===== src/rtl/resched_pkg.sv =====
package resched_pkg;
    localparam int unsigned DEF_THREADS = 8;
    localparam int unsigned DEF_PRIO_W  = 9;

    typedef enum logic {
        SEL_CTRL     = 1'b0,
        SEL_BESTWAIT = 1'b1
    } reg_sel_e;
endpackage


===== src/rtl/resched_cfg.sv =====
module resched_cfg #(
    parameter int unsigned PRIO_W = resched_pkg::DEF_PRIO_W
) (
    input  logic              clk,
    input  logic              rst_n,
    input  logic              wr_en,
    input  logic              wr_addr,
    input  logic [PRIO_W-1:0] wr_data,
    input  logic              fire,
    output logic              enable,
    output logic [PRIO_W-1:0] best_wait
);
    import resched_pkg::*;

    localparam logic [PRIO_W-1:0] IDLE_CODE = {PRIO_W{1'b1}};

    typedef struct packed {
        logic              en;
        logic [PRIO_W-1:0] bw;
    } cfg_t;

    cfg_t cfg_d, cfg_q;
    logic wr_bw;

    always_comb begin
        cfg_d = cfg_q;
        wr_bw = wr_en && (reg_sel_e'(wr_addr) == SEL_BESTWAIT);
        if (fire) begin
            cfg_d.bw = IDLE_CODE;
        end
        if (wr_bw) begin
            cfg_d.bw = wr_data;
        end
        if (wr_en && (reg_sel_e'(wr_addr) == SEL_CTRL)) begin
            cfg_d.en = wr_data[0];
        end
    end

    always_ff @(posedge clk or negedge rst_n) begin
        if (!rst_n) begin
            cfg_q <= '{en: 1'b0, bw: IDLE_CODE};
        end else begin
            cfg_q <= cfg_d;
        end
    end

    assign enable    = cfg_q.en;
    assign best_wait = cfg_q.bw;

    p_reload_on_fire_r8: assert property (@(posedge clk) disable iff (!rst_n)
        (fire && !wr_bw) |=> (best_wait == IDLE_CODE));

    p_write_wins_r9: assert property (@(posedge clk) disable iff (!rst_n)
        wr_bw |=> (best_wait == $past(wr_data)));
endmodule


===== src/rtl/resched_detect.sv =====
module resched_detect #(
    parameter int unsigned THREADS = resched_pkg::DEF_THREADS,
    parameter int unsigned PRIO_W  = resched_pkg::DEF_PRIO_W
) (
    input  logic [THREADS*PRIO_W-1:0] prio,
    input  logic [PRIO_W-1:0]         best_wait,
    output logic                      any_worse
);
    logic [THREADS-1:0] worse;

    for (genvar i = 0; i < THREADS; i++) begin : g_cmp
        assign worse[i] = prio[i*PRIO_W +: PRIO_W] > best_wait;
    end

    assign any_worse = |worse;
endmodule


===== src/rtl/resched_steer.sv =====
module resched_steer #(
    parameter int unsigned THREADS = resched_pkg::DEF_THREADS,
    parameter int unsigned PRIO_W  = resched_pkg::DEF_PRIO_W
) (
    input  logic [THREADS*PRIO_W-1:0] prio,
    input  logic [THREADS-1:0]        eligible,
    output logic [THREADS-1:0]        pick,
    output logic                      any_eligible
);
    logic [PRIO_W-1:0] worst_val;
    logic              found;

    always_comb begin
        pick      = '0;
        worst_val = '0;
        found     = 1'b0;
        for (int i = 0; i < THREADS; i++) begin
            if (eligible[i] && (!found || (prio[i*PRIO_W +: PRIO_W] > worst_val))) begin
                pick      = '0;
                pick[i]   = 1'b1;
                worst_val = prio[i*PRIO_W +: PRIO_W];
                found     = 1'b1;
            end
        end
        any_eligible = found;
    end
endmodule


===== src/rtl/resched_irq_gen.sv =====
module resched_irq_gen #(
    parameter int unsigned THREADS = resched_pkg::DEF_THREADS,
    parameter int unsigned PRIO_W  = resched_pkg::DEF_PRIO_W
) (
    input  logic                      clk,
    input  logic                      rst_n,
    input  logic                      wr_en,
    input  logic                      wr_addr,
    input  logic [PRIO_W-1:0]         wr_data,
    input  logic [THREADS*PRIO_W-1:0] thread_prio,
    input  logic [THREADS-1:0]        thread_eligible,
    output logic                      resched_irq,
    output logic [THREADS-1:0]        target_thread
);
    typedef struct packed {
        logic               irq;
        logic [THREADS-1:0] tgt;
    } out_t;

    out_t out_d, out_q;

    logic               en;
    logic [PRIO_W-1:0]  bw;
    logic               any_worse;
    logic [THREADS-1:0] pick;
    logic               any_elig;
    logic               fire;

    resched_cfg #(.PRIO_W(PRIO_W)) u_cfg (
        .clk       (clk),
        .rst_n     (rst_n),
        .wr_en     (wr_en),
        .wr_addr   (wr_addr),
        .wr_data   (wr_data),
        .fire      (fire),
        .enable    (en),
        .best_wait (bw)
    );

    resched_detect #(.THREADS(THREADS), .PRIO_W(PRIO_W)) u_detect (
        .prio      (thread_prio),
        .best_wait (bw),
        .any_worse (any_worse)
    );

    resched_steer #(.THREADS(THREADS), .PRIO_W(PRIO_W)) u_steer (
        .prio         (thread_prio),
        .eligible     (thread_eligible),
        .pick         (pick),
        .any_eligible (any_elig)
    );

    always_comb begin
        fire    = en && any_worse && any_elig;
        out_d   = '0;
        if (fire) begin
            out_d.irq = 1'b1;
            out_d.tgt = pick;
        end
    end

    always_ff @(posedge clk or negedge rst_n) begin
        if (!rst_n) begin
            out_q <= '0;
        end else begin
            out_q <= out_d;
        end
    end

    assign resched_irq   = out_q.irq;
    assign target_thread = out_q.tgt;

    p_disabled_quiet_r2: assert property (@(posedge clk) disable iff (!rst_n)
        !en |=> !resched_irq);

    p_need_eligible_r7: assert property (@(posedge clk) disable iff (!rst_n)
        (thread_eligible == '0) |=> !resched_irq);

    p_onehot_target_r5: assert property (@(posedge clk) disable iff (!rst_n)
        resched_irq |-> ($countones(target_thread) == 1));

    p_target_was_eligible_r5: assert property (@(posedge clk) disable iff (!rst_n)
        fire |=> ((target_thread & ~$past(thread_eligible)) == '0));

    p_idle_target_r10: assert property (@(posedge clk) disable iff (!rst_n)
        !resched_irq |-> (target_thread == '0));
endmodule


===== config.mk =====
export PLATFORM = sky130hd
export DESIGN_NAME = resched_irq_gen
export DESIGN_NICKNAME = d
export VERILOG_FILES = /design/src/rtl/resched_pkg.sv /design/src/rtl/resched_cfg.sv /design/src/rtl/resched_detect.sv /design/src/rtl/resched_steer.sv /design/src/rtl/resched_irq_gen.sv
export SDC_FILE = /design/constraint.sdc
export NUM_CORES = 1
export LEC_CHECK = 0
export BUFFER_PORTS_ARGS = -buffer_cell sky130_fd_sc_hd__buf_2
export CELL_PAD_IN_SITES_DETAIL_PLACEMENT = 0
export CELL_PAD_IN_SITES_GLOBAL_PLACEMENT = 1
export CORE_MARGIN = 2
export CORE_UTILIZATION = 39
export DETAILED_ROUTE_END_ITERATION = 12
export PLACE_DENSITY = 0.84
export SLEW_MARGIN = 20
export SYNTH_ARGS = -nofsm -noshare
export SYNTH_HDL_FRONTEND = slang
export SYNTH_HIERARCHICAL = 1
export SYNTH_SLANG_ARGS = --single-unit

===== constraint.sdc =====
create_clock -name clk -period 3 [get_ports clk]
set_input_delay 0.3 -clock clk [delete_from_list [all_inputs] [get_ports clk]]
set_output_delay 0.3 -clock clk [all_outputs]
set_load 0.005 [all_outputs]

Word-level counts from Yosys, hierarchy flattened. Index checks and enable logic that the tools add are counted.

Register bits: 19. Latch bits: 0. Bits in writable memories: 0. Bits in read-only memories: 0. Bits of input ports: 93. Output and inout port bits: 9. Memories kept: 0.

Add/sub/neg operators: 0. Multiply operators: 0. Div/mod/pow operators: 0. Order comparisons: 15. Equal/unequal tests: 0. Shifts and indexed selects: 0. Mux-type cells: 26. Bitwise operators: 1. Reduce and logical (&&, ||, !) cells: 27.

Operators by type and width (count): 9-bit greater-than comparator (15); 9-bit two-way mux (10); 8-bit two-way mux (7); 1-bit logical AND (11); 1-bit two-way mux (9); 8-bit OR reduction (1); 1-bit logical NOT (7); 1-bit logical OR (7); 2-bit nonzero test (1); 1-bit NOT (1).

Depth between registers and ports, before layout.
Depth in word-level cells: 32. Depth in mapped cells: 65. Gate-level depth less buffers: 54.

Hierarchy. The synthesis kept the hierarchy.

By module, submodules not included: resched_steer (instances 1, cells an instance 365, area each 2741.4 sq um, sequential area each 0.0 sq um); resched_detect (instances 1, cells an instance 192, area each 1597.8 sq um, sequential area each 0.0 sq um); resched_cfg (instances 1, cells an instance 44, area each 483.0 sq um, sequential area each 261.5 sq um); resched_irq_gen (instances 1, cells an instance 18, area each 302.8 sq um, sequential area each 225.2 sq um).

Worst setup path after synthesis. OpenSTA, ideal clock, no wires.

Path type: in2reg. From: input port thread_eligible[0]. To: register out_q, in the netlist target_thread[3]. Arrival: 11754 ps. Path slack: -8822 ps. Stages on the path: 62. Path buffers: 10. Cell sequence: clkbuf_1 nand2_1 ha_1 nand4_1 o22ai_1 nor3_1 nor3_1 clkbuf_1 a22oi_1 ha_1 nand4_1 or3_1 a31oi_1 and2_1 buf_2 buf_2 nor2_1 or2_2 [... 26 more ...] ha_1 nor2b_1 o21ai_0 a21o_1 a211oi_1 o21a_1 o21ba_1 buf_6 a221oi_2 ha_1 a21o_1 a211oi_1 nand2b_1 o211a_1 or2_1 buf_2 nor4_1 and4_1.

RTL lines: start, declared (line resched_irq_gen.sv:11) `input logic [THREADS-1:0] thread_eligible,`; end signal, assigned (line resched_irq_gen.sv:66) `out_q <= out_d;`; end, declared (line resched_irq_gen.sv:20) `out_t out_d, out_q;`.

==> summary.txt <==
flops & latches, synth - 19
final worst slack - -7.98 ns
cell area after layout - 8390 µm²
first-pass GRT wire length - 33.1 mm
Cell Area, Synth - 5120 µm²
number of synthesized flops with an enable pin - 0
vias in the first global route - 6579
Tmin final - 10.98 ns
placed cell areas - 7200 µm²
Global Route met1 Usage - 0.367
HPWL Detailed - 17.0 mm
placed cells - 1027
GR Layer Usage met2 - 0.505
initial antenna violation count - 0
CTS tree - done
Leak - 4.14 nW
slew margin rel. - 0.667
hold_sp - wr_data[5]
register area share after synthesis - 0.0950
Vias/cell - 6.03
largest net degree at the start of global routing - 20
Fin Clk Skew - 0.000488 ns
total wire length - 22.1 mm
Finish-stage setup viols - 8
TNS Setup - -63.32 ns
core footprint - 12700 µm²
clock sink count - 19
Layout area overhead - 63.7%
status - complete, but fails checks
reg2reg end - u_cfg/best_wait[7]
maximum clock frequency - 91.0 MHz
top-area cell type share of the netlist area - 0.330
top cells by area, synth - ha_1 (33%), dfrtp_1 (4.9%), dfstp_2 (4.6%)
total global routing overflow - 0
GRT Total Usage - 0.291
routed vias - 6462
area leader, netlist - ha_1
Max VDD drop - 0.287 mV
failing checks - setup timing
Die Ht - 119 µm
Ys Warns - 6
GP Congestion - 0.971
Tot Pwr - 4.24 mW
reg2reg path depth - 12
Worst Hold Class - in -> reg
Reg-to-Reg Start - u_cfg/best_wait[5]
layout cells sized above 1 - 0.522
Inserted Clock Buffers - 3
total I/O pin count - 102
Buf/Inv on CP - 8
DIE AREA - 14100 µm²
number of iterations in the first detailed-routing pass - 5
most used cell, CP - ha_1
worst hold path depth - 3
Fill cells - 1044
Initial Util - 0.403
Worst-Margin Slew - 0.493 ns
Critical Path End Type - flop
antenna cells - 0
CP Data Arrival Time - 11.16 ns
Synth Net Count - 847
average routed wire per standard cell - 20.6 µm
Crit Path Class - in -> reg
Port Buffers - 101
crit-path max FO - 7
Distinct cells, synth - 65
prevailing post-synth register cell - dfrtp_1
grt met3 use - 0.0338
Critical Path Start Type - input pin
Die W - 119 µm
ys async rst share - 1.00
Detail Route Antenna Nets - 0
Most Crowded Layer GR - met2
Synth Instances - 619
count leader, synth - ha_1
Min-Delay Endpoint - u_cfg/best_wait[5]
initial drt markers - 466
clock-pin slew on the worst setup and hold paths - 0.05 ns
Max-cap violations - 0
Worst EP required - 3.18 ns
setup repair after global routing missed its margin - true
Layout Cells excl Fill - 1072
minimum setup slack among reg-to-reg paths - 0.03 ns
Tcrit/Tclk final - 3.66
clk buf depth - 2
Worst path slowest cell - o41ai_4
Worst path max stage delay - 0.52 ns
Syn Area/Cell - 8.28 µm²
Clock H-tree levels - 1
P per Cell Area - 506 nW/µm²
Clock Latency Late Sink - 0.25 ns
Rows - 41
DR DRC count - 0
Final Slew Violations - 0
Place WS - -8.50 ns
Nets - 1129
top post-synthesis cells by count - ha_1 (135), inv_1 (42), a21oi_1 (37), nor2_1 (36), nand2_1 (29)
CTS Root Cell - clkbuf_16
Hold Fails Final Rpt - 0
Top Family by Delay on Critical Path - compound AO/OA/AOI/OAI gates
cell usage in the layout (no fill, tap or decap), types with 5 or more instances in the layout:
cell type and n:
buf_4 180, ha_1 115, buf_2 97, inv_1 39, nor2_1 31, a21oi_1 26
nand3_1 25, nand4_1 21, ha_4 18, nand2_1 17, o21ai_2 16, a21o_1 15
a221oi_2 13, and4_1 12, buf_6 12, o211ai_1 12, dfrtp_1 10, nor3_4 9
dfstp_2 9, a21oi_2 9, o211a_1 9, o21ai_0 8, nand2_2 8, a31oi_1 8
mux2i_1 8, buf_12 7, nor3_1 7, or2_2 6, o21a_1 6, o21ai_1 6
or2_4 6, nor3_2 6, nor4b_1 6, a211oi_1 5, a211oi_2 5
worst max-delay path by stage:
stage                             startpoint          endpoint  slack, ns  cells past startpoint
after floorplan           thread_eligible[0]  target_thread[3]      -7.76                     63
after global placement    thread_eligible[0]  target_thread[3]      -8.16                     55
after detailed placement  thread_eligible[0]  target_thread[1]      -8.50                     57
after CTS                 thread_eligible[0]  target_thread[3]      -7.58                     59
after global routing      thread_eligible[0]  target_thread[1]      -8.32                     58
final                         thread_prio[1]  target_thread[1]      -7.98                     57
sequential cells by signal, indices dropped and copies added (netlist names):
signal and count:
u_cfg/enable 1, u_cfg/best_wait 9, resched_irq 1, target_thread 8
per-stage QoR:
step | hold WS [ns] | util
floorplan | 0.00441 | -
global placement | 0.240 | 0.566
finish | 0.289 | 0.659
global route | 0.285 | 0.659
detailed placement | 0.258 | 0.566
CTS | 0.290 | 0.627
routing by layer:
metal  routed length (µm)  vias up  share of wire
li1                     -     3005              -
met1                 9200     3081           0.42
met2                10600      300           0.48
met3                 1340       76          0.061
met4                  908        0          0.041
met5                    0        -              0
area by class of cell:
type	instances	area (µm²)	area share
Clock buffer	4	78.8	0.00940
Tap cell	172	215	0.0257
Inverter	42	161	0.0192
Sequential cell	19	487	0.0580
Timing Repair Buffer	300	2200	0.263
Multi-Input combinational cell	535	5240	0.625
worst min-delay path, cell delays in order:
cell	delay, ns
buf_2	0.10
nand3_1	0.08
o21ai_2	0.05
kinds of logic after synthesis:
family / count (synthesis) / synth area share
AO/OA/AOI/OAI: 189 / 0.277
flip-flops: 19 / 0.0950
adder cells (fa/ha/maj): 135 / 0.330
AND/OR/NAND/NOR: 198 / 0.214
multiplexers: 10 / 0.0205
buffers and inverters: 68 / 0.0632
power breakdown:
group | total [mW] | internal [mW] | switching (mW)
Sequential | 0.345 | 0.313 | 0.0316
Clock | 0.268 | 0.180 | 0.0876
Combinational | 3.63 | 1.79 | 1.84
timing repair:
item / CTS / global route
pin swaps: 38 / 45
hold endpoints to repair: 10 / 0
endpoints found under the setup margin: 8 / 17
gates resized for setup: 82 / 54
hold buffers: 1 / 0
buffers inserted: 20 / 14
gates cloned: 5 / 1
Power figures use the tool's default switching activity.
